### config.mk
export PLATFORM = sky130hd
export DESIGN_NAME = sram_seq_ctrl
export DESIGN_NICKNAME = d
export VERILOG_FILES = /design/src/rtl/sram_seq_pkg.sv /design/src/rtl/sram_powerup_gate.sv /design/src/rtl/sram_phase_timer.sv /design/src/rtl/sram_seq_ctrl.sv
export SDC_FILE = /design/constraint.sdc
export NUM_CORES = 1
export LEC_CHECK = 0
export CELL_PAD_IN_SITES_DETAIL_PLACEMENT = 1
export CELL_PAD_IN_SITES_GLOBAL_PLACEMENT = 2
export CORE_ASPECT_RATIO = 0.6
export CORE_UTILIZATION = 25
export CTS_BUF_LIST = sky130_fd_sc_hd__clkbuf_4 sky130_fd_sc_hd__clkbuf_8
export DETAILED_ROUTE_END_ITERATION = 12
export DONT_BUFFER_PORTS = 1
export HOLD_SLACK_MARGIN = 0.12
export PLACE_DENSITY = 0.58
export SLEW_MARGIN = 30
export SYNTH_ARGS = -nofsm -noshare
export SYNTH_HDL_FRONTEND = slang
export SYNTH_SLANG_ARGS = --single-unit
### constraint.sdc
create_clock -name clk -period 2.24 [get_ports clk]
set_clock_uncertainty 0.15 [all_clocks]
set_input_delay 0.224 -clock clk [delete_from_list [all_inputs] [get_ports clk]]
set_output_delay 0.224 -clock clk [all_outputs]
set_load 0.005 [all_outputs]
### src/rtl/sram_seq_pkg.sv
package sram_seq_pkg;

    typedef enum logic [2:0] {
        ST_IDLE,
        ST_WR_LOW,
        ST_WR_REC,
        ST_RD_OE,
        ST_RD_TURN
    } seq_state_e;

    // picoseconds to whole cycles, rounded up, never below one
    function automatic int unsigned ps_to_cyc(int unsigned ps, int unsigned clk_ps);
        int unsigned c;
        c = (ps + clk_ps - 1) / clk_ps;
        if (c == 0) c = 1;
        return c;
    endfunction

    function automatic int unsigned umax(int unsigned a, int unsigned b);
        return (a > b) ? a : b;
    endfunction

endpackage

### src/rtl/sram_powerup_gate.sv
module sram_powerup_gate #(
    parameter int unsigned HOLD_CYC = 20000
) (
    input  logic clk,
    input  logic rst,
    output logic ok
);
    localparam int unsigned CW = $clog2(HOLD_CYC + 1);

    typedef struct packed {
        logic [CW-1:0] cnt;
        logic          ok;
    } gate_t;

    gate_t g_d, g_q;

    always_comb begin
        g_d = g_q;
        if (!g_q.ok) begin
            g_d.cnt = g_q.cnt + 1'b1;
            g_d.ok  = (g_q.cnt == CW'(HOLD_CYC - 1));
        end
    end

    always_ff @(posedge clk) begin
        if (rst) g_q <= '0;
        else     g_q <= g_d;
    end

    assign ok = g_q.ok;
endmodule

### src/rtl/sram_phase_timer.sv
module sram_phase_timer #(
    parameter int unsigned CW = 4
) (
    input  logic          clk,
    input  logic          rst,
    input  logic          load,
    input  logic [CW-1:0] load_val,
    output logic          last
);
    logic [CW-1:0] cnt_d, cnt_q;

    always_comb begin
        if (load)              cnt_d = load_val;
        else if (cnt_q != '0)  cnt_d = cnt_q - 1'b1;
        else                   cnt_d = cnt_q;
    end

    always_ff @(posedge clk) begin
        if (rst) cnt_q <= '0;
        else     cnt_q <= cnt_d;
    end

    assign last = (cnt_q <= CW'(1));
endmodule

### src/rtl/sram_seq_ctrl.sv
module sram_seq_ctrl
    import sram_seq_pkg::*;
#(
    parameter int unsigned ADDR_W    = 17,
    parameter int unsigned DATA_W    = 8,
    parameter int unsigned CLK_PS    = 5000,
    parameter int unsigned T_PWR_PS  = 100_000_000,
    parameter int unsigned T_WC_PS   = 10000,
    parameter int unsigned T_PWE_PS  = 7000,
    parameter int unsigned T_AW_PS   = 7000,
    parameter int unsigned T_SD_PS   = 6000,
    parameter int unsigned T_RC_PS   = 10000,
    parameter int unsigned T_AA_PS   = 10000,
    parameter int unsigned T_ACE_PS  = 10000,
    parameter int unsigned T_DOE_PS  = 5000,
    parameter int unsigned T_HZ_PS   = 5000
) (
    input  logic              clk,
    input  logic              rst,
    input  logic              host_req,
    input  logic              host_wr,
    input  logic [ADDR_W-1:0] host_addr,
    input  logic [DATA_W-1:0] host_wdata,
    output logic              host_busy,
    output logic              host_ready,
    output logic [DATA_W-1:0] host_rdata,
    output logic [ADDR_W-1:0] mem_addr,
    output logic              mem_ce1_n,
    output logic              mem_ce2,
    output logic              mem_oe_n,
    output logic              mem_we_n,
    output logic [DATA_W-1:0] mem_dq_out,
    output logic              mem_dq_oe,
    input  logic [DATA_W-1:0] mem_dq_in
);
    localparam int unsigned WR_LOW_CYC = umax(umax(ps_to_cyc(T_PWE_PS, CLK_PS),
                                                   ps_to_cyc(T_AW_PS, CLK_PS)),
                                              ps_to_cyc(T_SD_PS, CLK_PS));
    localparam int unsigned WC_CYC     = ps_to_cyc(T_WC_PS, CLK_PS);
    localparam int unsigned WR_REC_CYC = (WC_CYC > WR_LOW_CYC) ? (WC_CYC - WR_LOW_CYC) : 1;
    localparam int unsigned RD_CYC     = umax(umax(ps_to_cyc(T_RC_PS, CLK_PS),
                                                   ps_to_cyc(T_AA_PS, CLK_PS)),
                                              umax(ps_to_cyc(T_ACE_PS, CLK_PS),
                                                   ps_to_cyc(T_DOE_PS, CLK_PS)));
    localparam int unsigned TURN_CYC   = ps_to_cyc(T_HZ_PS, CLK_PS);
    localparam int unsigned PWR_CYC    = ps_to_cyc(T_PWR_PS, CLK_PS);
    localparam int unsigned T_MAX      = umax(umax(WR_LOW_CYC, WR_REC_CYC), umax(RD_CYC, TURN_CYC));
    localparam int unsigned TMR_W      = $clog2(T_MAX + 1);

    typedef struct packed {
        seq_state_e        st;
        logic [ADDR_W-1:0] addr;
        logic [DATA_W-1:0] wdata;
        logic [DATA_W-1:0] rdata;
        logic              ce1_n;
        logic              ce2;
        logic              oe_n;
        logic              we_n;
        logic              dq_oe;
        logic              ready;
    } seq_regs_t;

    localparam seq_regs_t REGS_RST = '{
        st: ST_IDLE, addr: '0, wdata: '0, rdata: '0,
        ce1_n: 1'b1, ce2: 1'b0, oe_n: 1'b1, we_n: 1'b1, dq_oe: 1'b0, ready: 1'b0
    };

    seq_regs_t        r_d, r_q;
    logic             pwr_ok;
    logic             tmr_load;
    logic [TMR_W-1:0] tmr_val;
    logic             tmr_last;

    sram_powerup_gate #(.HOLD_CYC(PWR_CYC)) u_gate (
        .clk (clk),
        .rst (rst),
        .ok  (pwr_ok)
    );

    sram_phase_timer #(.CW(TMR_W)) u_timer (
        .clk      (clk),
        .rst      (rst),
        .load     (tmr_load),
        .load_val (tmr_val),
        .last     (tmr_last)
    );

    always_comb begin
        r_d       = r_q;
        r_d.ready = 1'b0;
        tmr_load  = 1'b0;
        tmr_val   = '0;
        unique case (r_q.st)
            ST_IDLE: begin
                if (host_req && pwr_ok) begin
                    r_d.addr  = host_addr;
                    r_d.wdata = host_wdata;
                    r_d.ce1_n = 1'b0;
                    r_d.ce2   = 1'b1;
                    tmr_load  = 1'b1;
                    if (host_wr) begin
                        r_d.st    = ST_WR_LOW;
                        r_d.we_n  = 1'b0;
                        r_d.oe_n  = 1'b1;
                        r_d.dq_oe = 1'b1;
                        tmr_val   = TMR_W'(WR_LOW_CYC);
                    end else begin
                        r_d.st    = ST_RD_OE;
                        r_d.oe_n  = 1'b0;
                        tmr_val   = TMR_W'(RD_CYC);
                    end
                end
            end
            ST_WR_LOW: begin
                if (tmr_last) begin
                    r_d.st    = ST_WR_REC;
                    r_d.we_n  = 1'b1;
                    r_d.dq_oe = 1'b0;
                    tmr_load  = 1'b1;
                    tmr_val   = TMR_W'(WR_REC_CYC);
                end
            end
            ST_WR_REC: begin
                if (tmr_last) begin
                    r_d.st    = ST_IDLE;
                    r_d.ce1_n = 1'b1;
                    r_d.ce2   = 1'b0;
                    r_d.ready = 1'b1;
                end
            end
            ST_RD_OE: begin
                if (tmr_last) begin
                    r_d.st    = ST_RD_TURN;
                    r_d.rdata = mem_dq_in;
                    r_d.ready = 1'b1;
                    r_d.oe_n  = 1'b1;
                    r_d.ce1_n = 1'b1;
                    r_d.ce2   = 1'b0;
                    tmr_load  = 1'b1;
                    tmr_val   = TMR_W'(TURN_CYC);
                end
            end
            ST_RD_TURN: begin
                if (tmr_last) r_d.st = ST_IDLE;
            end
            default: r_d = REGS_RST;
        endcase
    end

    always_ff @(posedge clk) begin
        if (rst) r_q <= REGS_RST;
        else     r_q <= r_d;
    end

    assign host_busy  = !pwr_ok || (r_q.st != ST_IDLE);
    assign host_ready = r_q.ready;
    assign host_rdata = r_q.rdata;
    assign mem_addr   = r_q.addr;
    assign mem_ce1_n  = r_q.ce1_n;
    assign mem_ce2    = r_q.ce2;
    assign mem_oe_n   = r_q.oe_n;
    assign mem_we_n   = r_q.we_n;
    assign mem_dq_out = r_q.wdata;
    assign mem_dq_oe  = r_q.dq_oe;
endmodule

==> After elaboration in Yosys (flattened, before gate mapping) <==
Cells that the tools add are included.
{ "classes": {"add_sub_neg": 2, "n_lt_le_gt_ge": 1, "n_eq_ne": 11, "mux": 25, "n_bitwise": 6, "n_reduce_logical": 22} }
{ "op_table": {"columns": ["cell", "n"], "rows": [
  ["$pmux 25 s2", 1],
  ["$mux 28", 1],
  ["$pmux 8 s2", 1],
  ["$add 15x1->15 const B", 1],
  ["$eq 15x15->1 const B", 1],
  ["$mux 2", 6],
  ["$pmux 3 s4", 1],
  ["$reduce_and 4->1", 3],
  ["$mux 11", 1],
  ["$ne 2x2->1 const B", 5],
  ["$reduce_or 2->1", 5],
  ["$mux 3", 3],
  ["$pmux 2 s4", 1],
  ["$reduce_or 4->1", 2],
  ["$eq 3x2->1 const B", 2],
  ["$not 1->1", 6],
  ["$pmux 2 s3", 1],
  ["$reduce_or 3->1", 2],
  ["$mux 1", 5],
  ["$mux 5", 1],
  ["$pmux 2 s2", 1],
  ["$reduce_and 2->1", 2],
  ["$reduce_bool 2->1", 2],
  ["$eq 3x1->1 const B", 1],
  ["other kinds (12)", 12]
]} }
{ "word_totals": {"ff_bits": 60, "input_bits": 37} }

==> Longest topological paths before layout <==
Gate-level depths: netlist of the first run.
{ "depth": {"ltp_word": 4, "mapped_depth": 7, "ltp_nobuf": 6} }

==> Cells and area by module <==
A second synthesis of the first run with hierarchy kept.
{ "unflattened": {"cells_unflattened": 327, "hier_area_um2": 2937.8} }
{ "by_module_without_submodules": {"columns": ["module", "instances", "cells_per_inst", "area_per_inst_um2", "seq_area_each_um2"], "rows": [
  ["sram_seq_ctrl", 1, 230, 2059.5, 840.8],
  ["sram_powerup_gate", 1, 82, 739.5, 320.3],
  ["sram_phase_timer", 1, 15, 138.9, 40.0]
]} }

==> Worst setup path before layout of the first run <==
OpenSTA, ideal clock, no wires.
{ "synth_timing": {"kind": "reg-to-reg", "start": "register u_timer.cnt_q[1]", "end": "register r_q, in the netlist host_rdata[0]", "arrival_ps": 1467, "slack_ps": 552, "stages_incl_launch_ff": 8, "path_buffers": 1, "synth_period_minus_slack_ps": 1688, "path_cell_list": "dfxtp_1 -> inv_1 -> ha_1 -> nand2b_1 -> and2_1 -> a21boi_0 -> buf_4 -> mux2i_1"} }
{ "synth_between": {"elab_chain_cells": 3} }
{ "synth_lines": {"columns": ["element", "line", "rtl"], "rows": [
  ["start: declaration", "sram_phase_timer.sv:10", "logic [CW-1:0] cnt_d, cnt_q;"],
  ["start signal: assignment", "sram_phase_timer.sv:20", "else cnt_q <= cnt_d;"],
  ["$le 2x1->1", "sram_phase_timer.sv:23", "assign last = (cnt_q <= CW'(1));"],
  ["$ne 2x2->1 (no line)", null, null],
  ["$reduce_and 2->1 (no line)", null, null],
  ["end signal: assignment", "sram_seq_ctrl.sv:152", "else r_q <= r_d;"],
  ["end: declaration", "sram_seq_ctrl.sv:68", "seq_regs_t r_d, r_q;"]
]} }
No other way between the ends.
A chain may end at the register's enable or synchronous reset.

==> Worst setup path in the final report of the first run <==
{ "layout_timing": {"start": "register u_timer.cnt_q[1]", "end": "register r_q, in the netlist host_rdata[7]"} }
Same word-level chain as after synthesis.

==> metrics.txt, run 1 <==
Placed Cells 439; Max Clk Rate between 500 and 600 MHz; Leak Pwr between 0.001 and 0.0015 µW; worst skew pair latency 0.34 ns; Worst R2R Start u_timer.cnt_q[1]$_SDFFE_PP0P_; WP data arrival 2.02 ns; post-route clock period utilization 84.7%; Gate power share about a tenth; # DRC 0; global-route wire length before repair 11.0 mm; Pint 1850 µW; outcome finished, final reports clean; average cell area after synthesis 9.04 µm²; DRT Pass-1 Iters 4; largest net degree at the start of global routing 63; top post-synthesis cells by area dfxtp_1, mux2i_1, buf_4, nor2_1, and2_1; Ports between 70 and 80; number of port buffers 0; Layout Nets 367; H-tree Lvls 3; vias in the first global route 2,169; WL/cell ~14 µm; Setup-failing EPs final 0; antenna cells 0; syn nets 363; total wire length 6.88 mm; core area 0.0113 mm²; post-CTS sizing 0; register-to-register setup slack 0.34 ns; Yosys warnings 0; post-synth top area cell dfxtp_1; Final Hold Vio Count 0; Post-synth EDFFs 0; R2R depth 7; clock power share 43.9%; Layout Cells excl Fill 492; Worst path slowest cell dfxtp_1; # rows 30; Reg power frac 45.5%; ys flop type dfxtp_1; Total GRT Usage 11.9%; Root Buffer clkbuf_8; Worst Path Required ~2.4 ns; TritonCTS Sinks 60; share of cells above drive strength 1 9.34%; hold slack final approximately 0.18 ns; total negative slack 0 ns; worst-path maximum fanout 8; area of the mapped netlist 0.00292 mm²; top-count cell post-synth dfxtp_1; antenna violations before repair 0; initial detailed-routing violation count 66; crit path time final between 1.5 and 2 ns; Pwr Total around 2400 µW; clock buffer depth 2; Sw Ratio 23.8%; Syn-to-layout area delta 18.4%; worst reg2reg endpoint host_rdata[7]$_SDFFE_PP0P_; overflow left after global routing 0; switching pwr roughly 580 µW; Synth cell types 45; Crit Path Class reg -> reg; Slew HR 60.9%; Worst Max-Slew Pin Slew 0.584 ns; DP HPWL roughly 4.4 mm; HP Start host_req; Slew Viols, Final 0; Post-Syn Instances 323; detailed-route via count 2,147; hold path cells 3; Synth top cells by count dfxtp_1, nor2_1, buf_4; sequential-to-total area share from yosys stat 41.1%; die height roughly 86 µm; Die Width about 140 µm; Final Util 30.5%; DRT antenna net count 0; max-cap violations 0; Synth top area share 41.1%; maximum VDD drop 240 µV; routability congestion estimate 0.677; Yosys reg bits 60; PD cells approximately 700 mW/mm²; CTS tree done; WHS Endpoint mem_ce2$_SDFFE_PP0P_; Clock Pin Slew Worst Setup and Hold Paths around 0.070 ns; Vias/cell 4.36; RSZ-0062 raised after global routing no; endpoint class of the critical path register; worst path cell trace inv_1 -> ha_1 -> nand2b_1 -> and2_1 -> a21boi_1 -> buf_4 -> mux2i_1; Num CTS Buffers 9; Starting Density 25.8%; CP Launch Type register; slowest stage delay, CP 0.33 ns; Async S/R FF share, synth 0%; hold crit path type in -> reg; die area 0.0121 mm²
flip-flops by register name, indices dropped and copies added, names as in the netlist, 2 cells and up:
signal	flops
mem_dq_out	8
u_timer.cnt_q	2
mem_addr	17
r_q	3
host_rdata	8
u_gate.g_q	15
cell families (layout without fill, tap and decap cells):
logic type                 Yosys count  in the layout  synth area share [%]
AOI/OAI and AO/OA                   29             29                  6.56
adders and majority gates            3              3                  1.29
buffers and inverters               56             65                  12.4
DFF                                 60             60                  41.1
xor gates and xnor gates            12             12                  3.60
and+or+nand+nor                    129            129                  23.4
muxes                               34             34                  11.7
stage by stage:
step                      setup slack, ns  instance area (µm²)
final                               0.342                 3460
after global routing                0.202                 3460
after CTS                           0.174                 3450
after detailed placement            0.189                 2840
after global placement              0.284                 2840
after floorplan                     0.552                 2920
layout make-up:
cell class	instances	area (µm²)
Inverter	7	26.3
Tap cell	160	200
Fill cell	1324	7880
Multi-Input combinational cell	207	1370
Clock inverter	3	42.5
Clock buffer	13	179
Timing Repair Buffer	42	438
Sequential cell	60	1200
critical path: cells and delay by family, from the launching register on:
family                     cells  cell delay, ns
AOI/OAI and AO/OA              1            0.15
adders and majority gates      1            0.22
buffers and inverters          2            0.30
DFF                            1            0.33
muxes                          1            0.20
and+or+nand+nor                2            0.49
layer usage:
metal / share of wire, % / vias to the layer above / wire length [µm] / global-route usage, %
met4: 1.3 / 0 / 90 / 3.81
met2: 46 / 42 / 3140 / 18.8
met5: 0 / - / 0 / 0
met3: 5.2 / 9 / 356 / 4.86
li1: - / 1060 / - / -
met1: 48 / 1036 / 3300 / 14.9
how the worst max path moves through the flow:
stage | slack [ns] | endpoint | from
3_5_place_dp | 0.19 | host_rdata[7]$_SDFFE_PP0P_ | r_q[39]$_SDFFE_PP0P_
2_1_floorplan | 0.55 | host_rdata[0]$_SDFFE_PP0P_ | u_timer.cnt_q[1]$_SDFFE_PP0P_
6_report | 0.34 | host_rdata[7]$_SDFFE_PP0P_ | u_timer.cnt_q[1]$_SDFFE_PP0P_
3_3_place_gp | 0.28 | host_rdata[5]$_SDFFE_PP0P_ | r_q[39]$_SDFFE_PP0P_
5_1_grt | 0.20 | host_rdata[0]$_SDFFE_PP0P_ | u_timer.cnt_q[1]$_SDFFE_PP0P_
4_1_cts | 0.17 | host_rdata[4]$_SDFFE_PP0P_ | r_q[39]$_SDFFE_PP0P_
power groups by stage:
stage | logic [µW] | registers (µW) | clock network [µW]
floorplan | 160 | 1130 | 0
global placement | 170 | 1130 | 0
detailed placement | 182 | 1130 | 0
CTS | 259 | 1110 | 1120
finish | 257 | 1110 | 1070
global route | 285 | 1110 | 1170
layout by cell type (no fill, tap or decap), drive strengths merged, types with 5 or more instances in the layout:
master and n:
nor4 5, nand2b 11, inv 7, xnor2 8, nand2 17, o21ai 5, and2 26, dlygate4sd3 36
nor2 45, dfxtp 60, mux2i 34, clkbuf 13, nor3 7, a21oi 11, buf 6
timing repair:
action	4_1_cts	5_1_grt
endpoints found under the hold margin	60	0
hold buffers	37	0
setup buffers	0	0
(Power assumes the default switching activity.)
==> run 2: changes to the inputs <==
--- a/config.mk
+++ b/config.mk
@@ -13,7 +13,7 @@
 export DETAILED_ROUTE_END_ITERATION = 12
 export DONT_BUFFER_PORTS = 1
 export HOLD_SLACK_MARGIN = 0.12
-export PLACE_DENSITY = 0.58
+export PLACE_DENSITY = 0.6
 export SLEW_MARGIN = 30
 export SYNTH_ARGS = -nofsm -noshare
 export SYNTH_HDL_FRONTEND = slang
==> constraint.sdc (replaced) <==
create_clock -name clk -period 1.6 [get_ports clk]
set_clock_uncertainty 0.15 [all_clocks]
set_input_delay 0.16 -clock clk [delete_from_list [all_inputs] [get_ports clk]]
set_output_delay 0.16 -clock clk [all_outputs]
set_load 0.005 [all_outputs]
==> run 2 against run 1 <==
Sequential power increased by 41%; cell area increased by 9.0%; die area is the same; clock-buffer cell count unchanged; combinational power grew 120%; critical endpoint is now host_rdata[4]$_SDFFE_PP0P_.
==> metrics.txt, run 2 (same netlist as run 1, synthesis figures left out) <==
R2R depth 7 (unchanged); Die Width 142 µm (unchanged); antenna violations before repair 0 (unchanged); worst skew pair latency 0.35 ns (about the same); Worst Max-Slew Pin Slew 0.343 ns (-0.241 ns); WP data arrival 1.69 ns (-0.33 ns); crit path capture host_rdata[4]$_SDFFE_PP0P_; hold path cells 2 (-1); outcome finished, final reports clean; Final Util 33.3% (+2.8 points); global-route wire length before repair 11.7 mm (+6.0%); register-to-register setup slack 0.03 ns (-0.31 ns); max-cap violations 0 (unchanged); # rows 30 (unchanged); Total GRT Usage 12.7% (+0.73 points); post-route clock period utilization 98.2% (+13 points); Worst R2R Start u_timer.cnt_q[1]$_SDFFE_PP0P_; final-layout fill cell count 1,305 (-1.4%); TritonCTS Sinks 60 (unchanged); flip-flop and latch area 0.00121 mm² (+0.83%); Ports 77 (unchanged); WL/cell 14.4 µm (+3.1%); Final Hold Vio Count 0 (unchanged); area of the multi-input gates 0.00147 mm² (+7.5%); DRT antenna net count 0 (unchanged); hold slack final 0.270 ns (+0.0876 ns); Clock Pin Slew Worst Setup and Hold Paths 0.07 ns (about the same); # DRC 0 (unchanged); Syn-to-layout area delta 29.1%; CP delay by family, top flip-flops; total placed instance area 0.00299 mm² (+5.2%); vias in the first global route 2,263 (+4.3%); core area 0.0113 mm² (unchanged); cell area after layout 0.00377 mm² (+9.0%); Vias/cell 4.21 (-3.5%); Setup-failing EPs final 0 (unchanged); Layout Nets 390 (+6.3%); Worst path depth 7 (unchanged); CTS tree done; DRT Pass-1 Iters 4 (unchanged); Worst path slowest cell dfxtp_2; slowest stage delay, CP 0.34 ns (about the same); antenna cells 0 (unchanged); Leak Pwr 0.00162 µW (+11%); maximum VDD drop 354 µV (+48%); initial detailed-routing violation count 84 (+27%); crit path time final 1.57 ns (-0.326 ns); endpoint class of the critical path register; Starting Density 25.8% (unchanged); Crit Path Class reg -> reg; Max Clk Rate 636 MHz (+21%); DP HPWL 4.68 mm (+7.1%); Root Buffer clkbuf_8; Slew Viols, Final 0 (unchanged); Worst Path Required 1.72 ns (-0.64 ns); worst reg2reg endpoint host_rdata[4]$_SDFFE_PP0P_; largest net degree at the start of global routing 62 (-1.6%); number of port buffers 0 (unchanged); overflow left after global routing 0 (unchanged); total wire length 7.43 mm (+7.9%); Num CTS Buffers 9 (unchanged); Largest register FFs 17 (unchanged); hold crit path type in -> reg; die area 0.0121 mm² (unchanged); detailed-route via count 2,169 (+1.0%); most frequent cells in the layout dfxtp_1, nor2_1, dlygate4sd3_1, mux2i_1, and2_1; CP bufs+invs 2 (unchanged); die height 85.7 µm (unchanged); CP startpoint u_timer.cnt_q[1]$_SDFFE_PP0P_; H-tree Lvls 3 (unchanged); clock buffer depth 2 (unchanged); share of cells above drive strength 1 20.8% (+12 points); routability congestion estimate 0.703 (+3.8%); PD cells 966 mW/mm² (+37%); commonest non-fill, non-tap cell in the layout dfxtp_1; Slew HR 77.1% (+16 points); worst-path maximum fanout 8 (unchanged); RSZ-0062 raised after global routing yes; CP Launch Type register; worst path cell trace inv_2 -> ha_4 -> nand2b_4 -> and2_4 -> a21boi_2 -> buf_6 -> mux2i_2
[run 2: report_power, final]
part           leakage [µW]  switching (µW)  total (µW)  internal [µW]
clock              0.000112             631        1520            887
sequential         0.000487            32.8        1560           1530
combinational       0.00102             224         561            338
total               0.00162             888        3640           2750
[run 2: routing by layer]
layer / GRT usage [%] / wire (µm) / vias to the layer above / part of all wire, %
met4: 4.40 / 85 / 0 / 1.1
met2: 20.1 / 3360 / 43 / 45
met5: 0 / 0 / - / 0
met3: 4.41 / 364 / 8 / 4.9
met1: 16.0 / 3610 / 1021 / 49
li1: - / - / 1097 / -
[run 2: repair_timing]
| item | 4_1_cts | 5_1_grt |
|---|---|---|
| hold endpoints to repair | 60 | 0 |
| pin swaps | 2 | 3 |
| setup buffers | 1 | 6 |
| setup endpoints to repair | 10 | 25 |
| hold buffers | 38 | 0 |
| cloned | 0 | 1 |
| resized for setup | 5 | 20 |
[run 2: stage by stage]
| stage | setup WS (ns) | std cells | setup TNS (ns) | total power [µW] |
|---|---|---|---|---|
| 3_5_place_dp | -0.0501 | 454 | -0.273 | 1950 |
| 5_1_grt | -0.0701 | 515 | -0.230 | 3840 |
| 6_report | 0.0285 | 515 | 0 | 3640 |
| 3_3_place_gp | 0.0298 | 454 | 0 | 1940 |
| 2_1_floorplan | 0.000875 | 323 | 0 | 1830 |
| 4_1_cts | 0.0131 | 509 | 0 | 3630 |
[run 2: final cells by class]
| type | instances | share of cell area [%] |
|---|---|---|
| clock inverters | 3 | 1.13 |
| inverters | 7 | 0.697 |
| clock buffers | 13 | 4.75 |
| flip-flops and latches | 60 | 32.1 |
| well taps | 160 | 5.31 |
| multi-input cells | 208 | 39.1 |
| repair buffers | 64 | 16.9 |
[run 2: worst min path at each step]
stage	to	start	slack, ns
final	u_gate.g_q[1]$_SDFFE_PP0N_	rst	0.27
after global routing	u_gate.g_q[1]$_SDFFE_PP0N_	rst	0.26
after CTS	u_gate.g_q[1]$_SDFFE_PP0N_	rst	0.26
after detailed placement	u_timer.cnt_q[1]$_SDFFE_PP0P_	rst	0.09
after global placement	u_timer.cnt_q[1]$_SDFFE_PP0P_	rst	0.09
after floorplan	host_rdata[0]$_SDFFE_PP0P_	mem_dq_in[0]	0.15
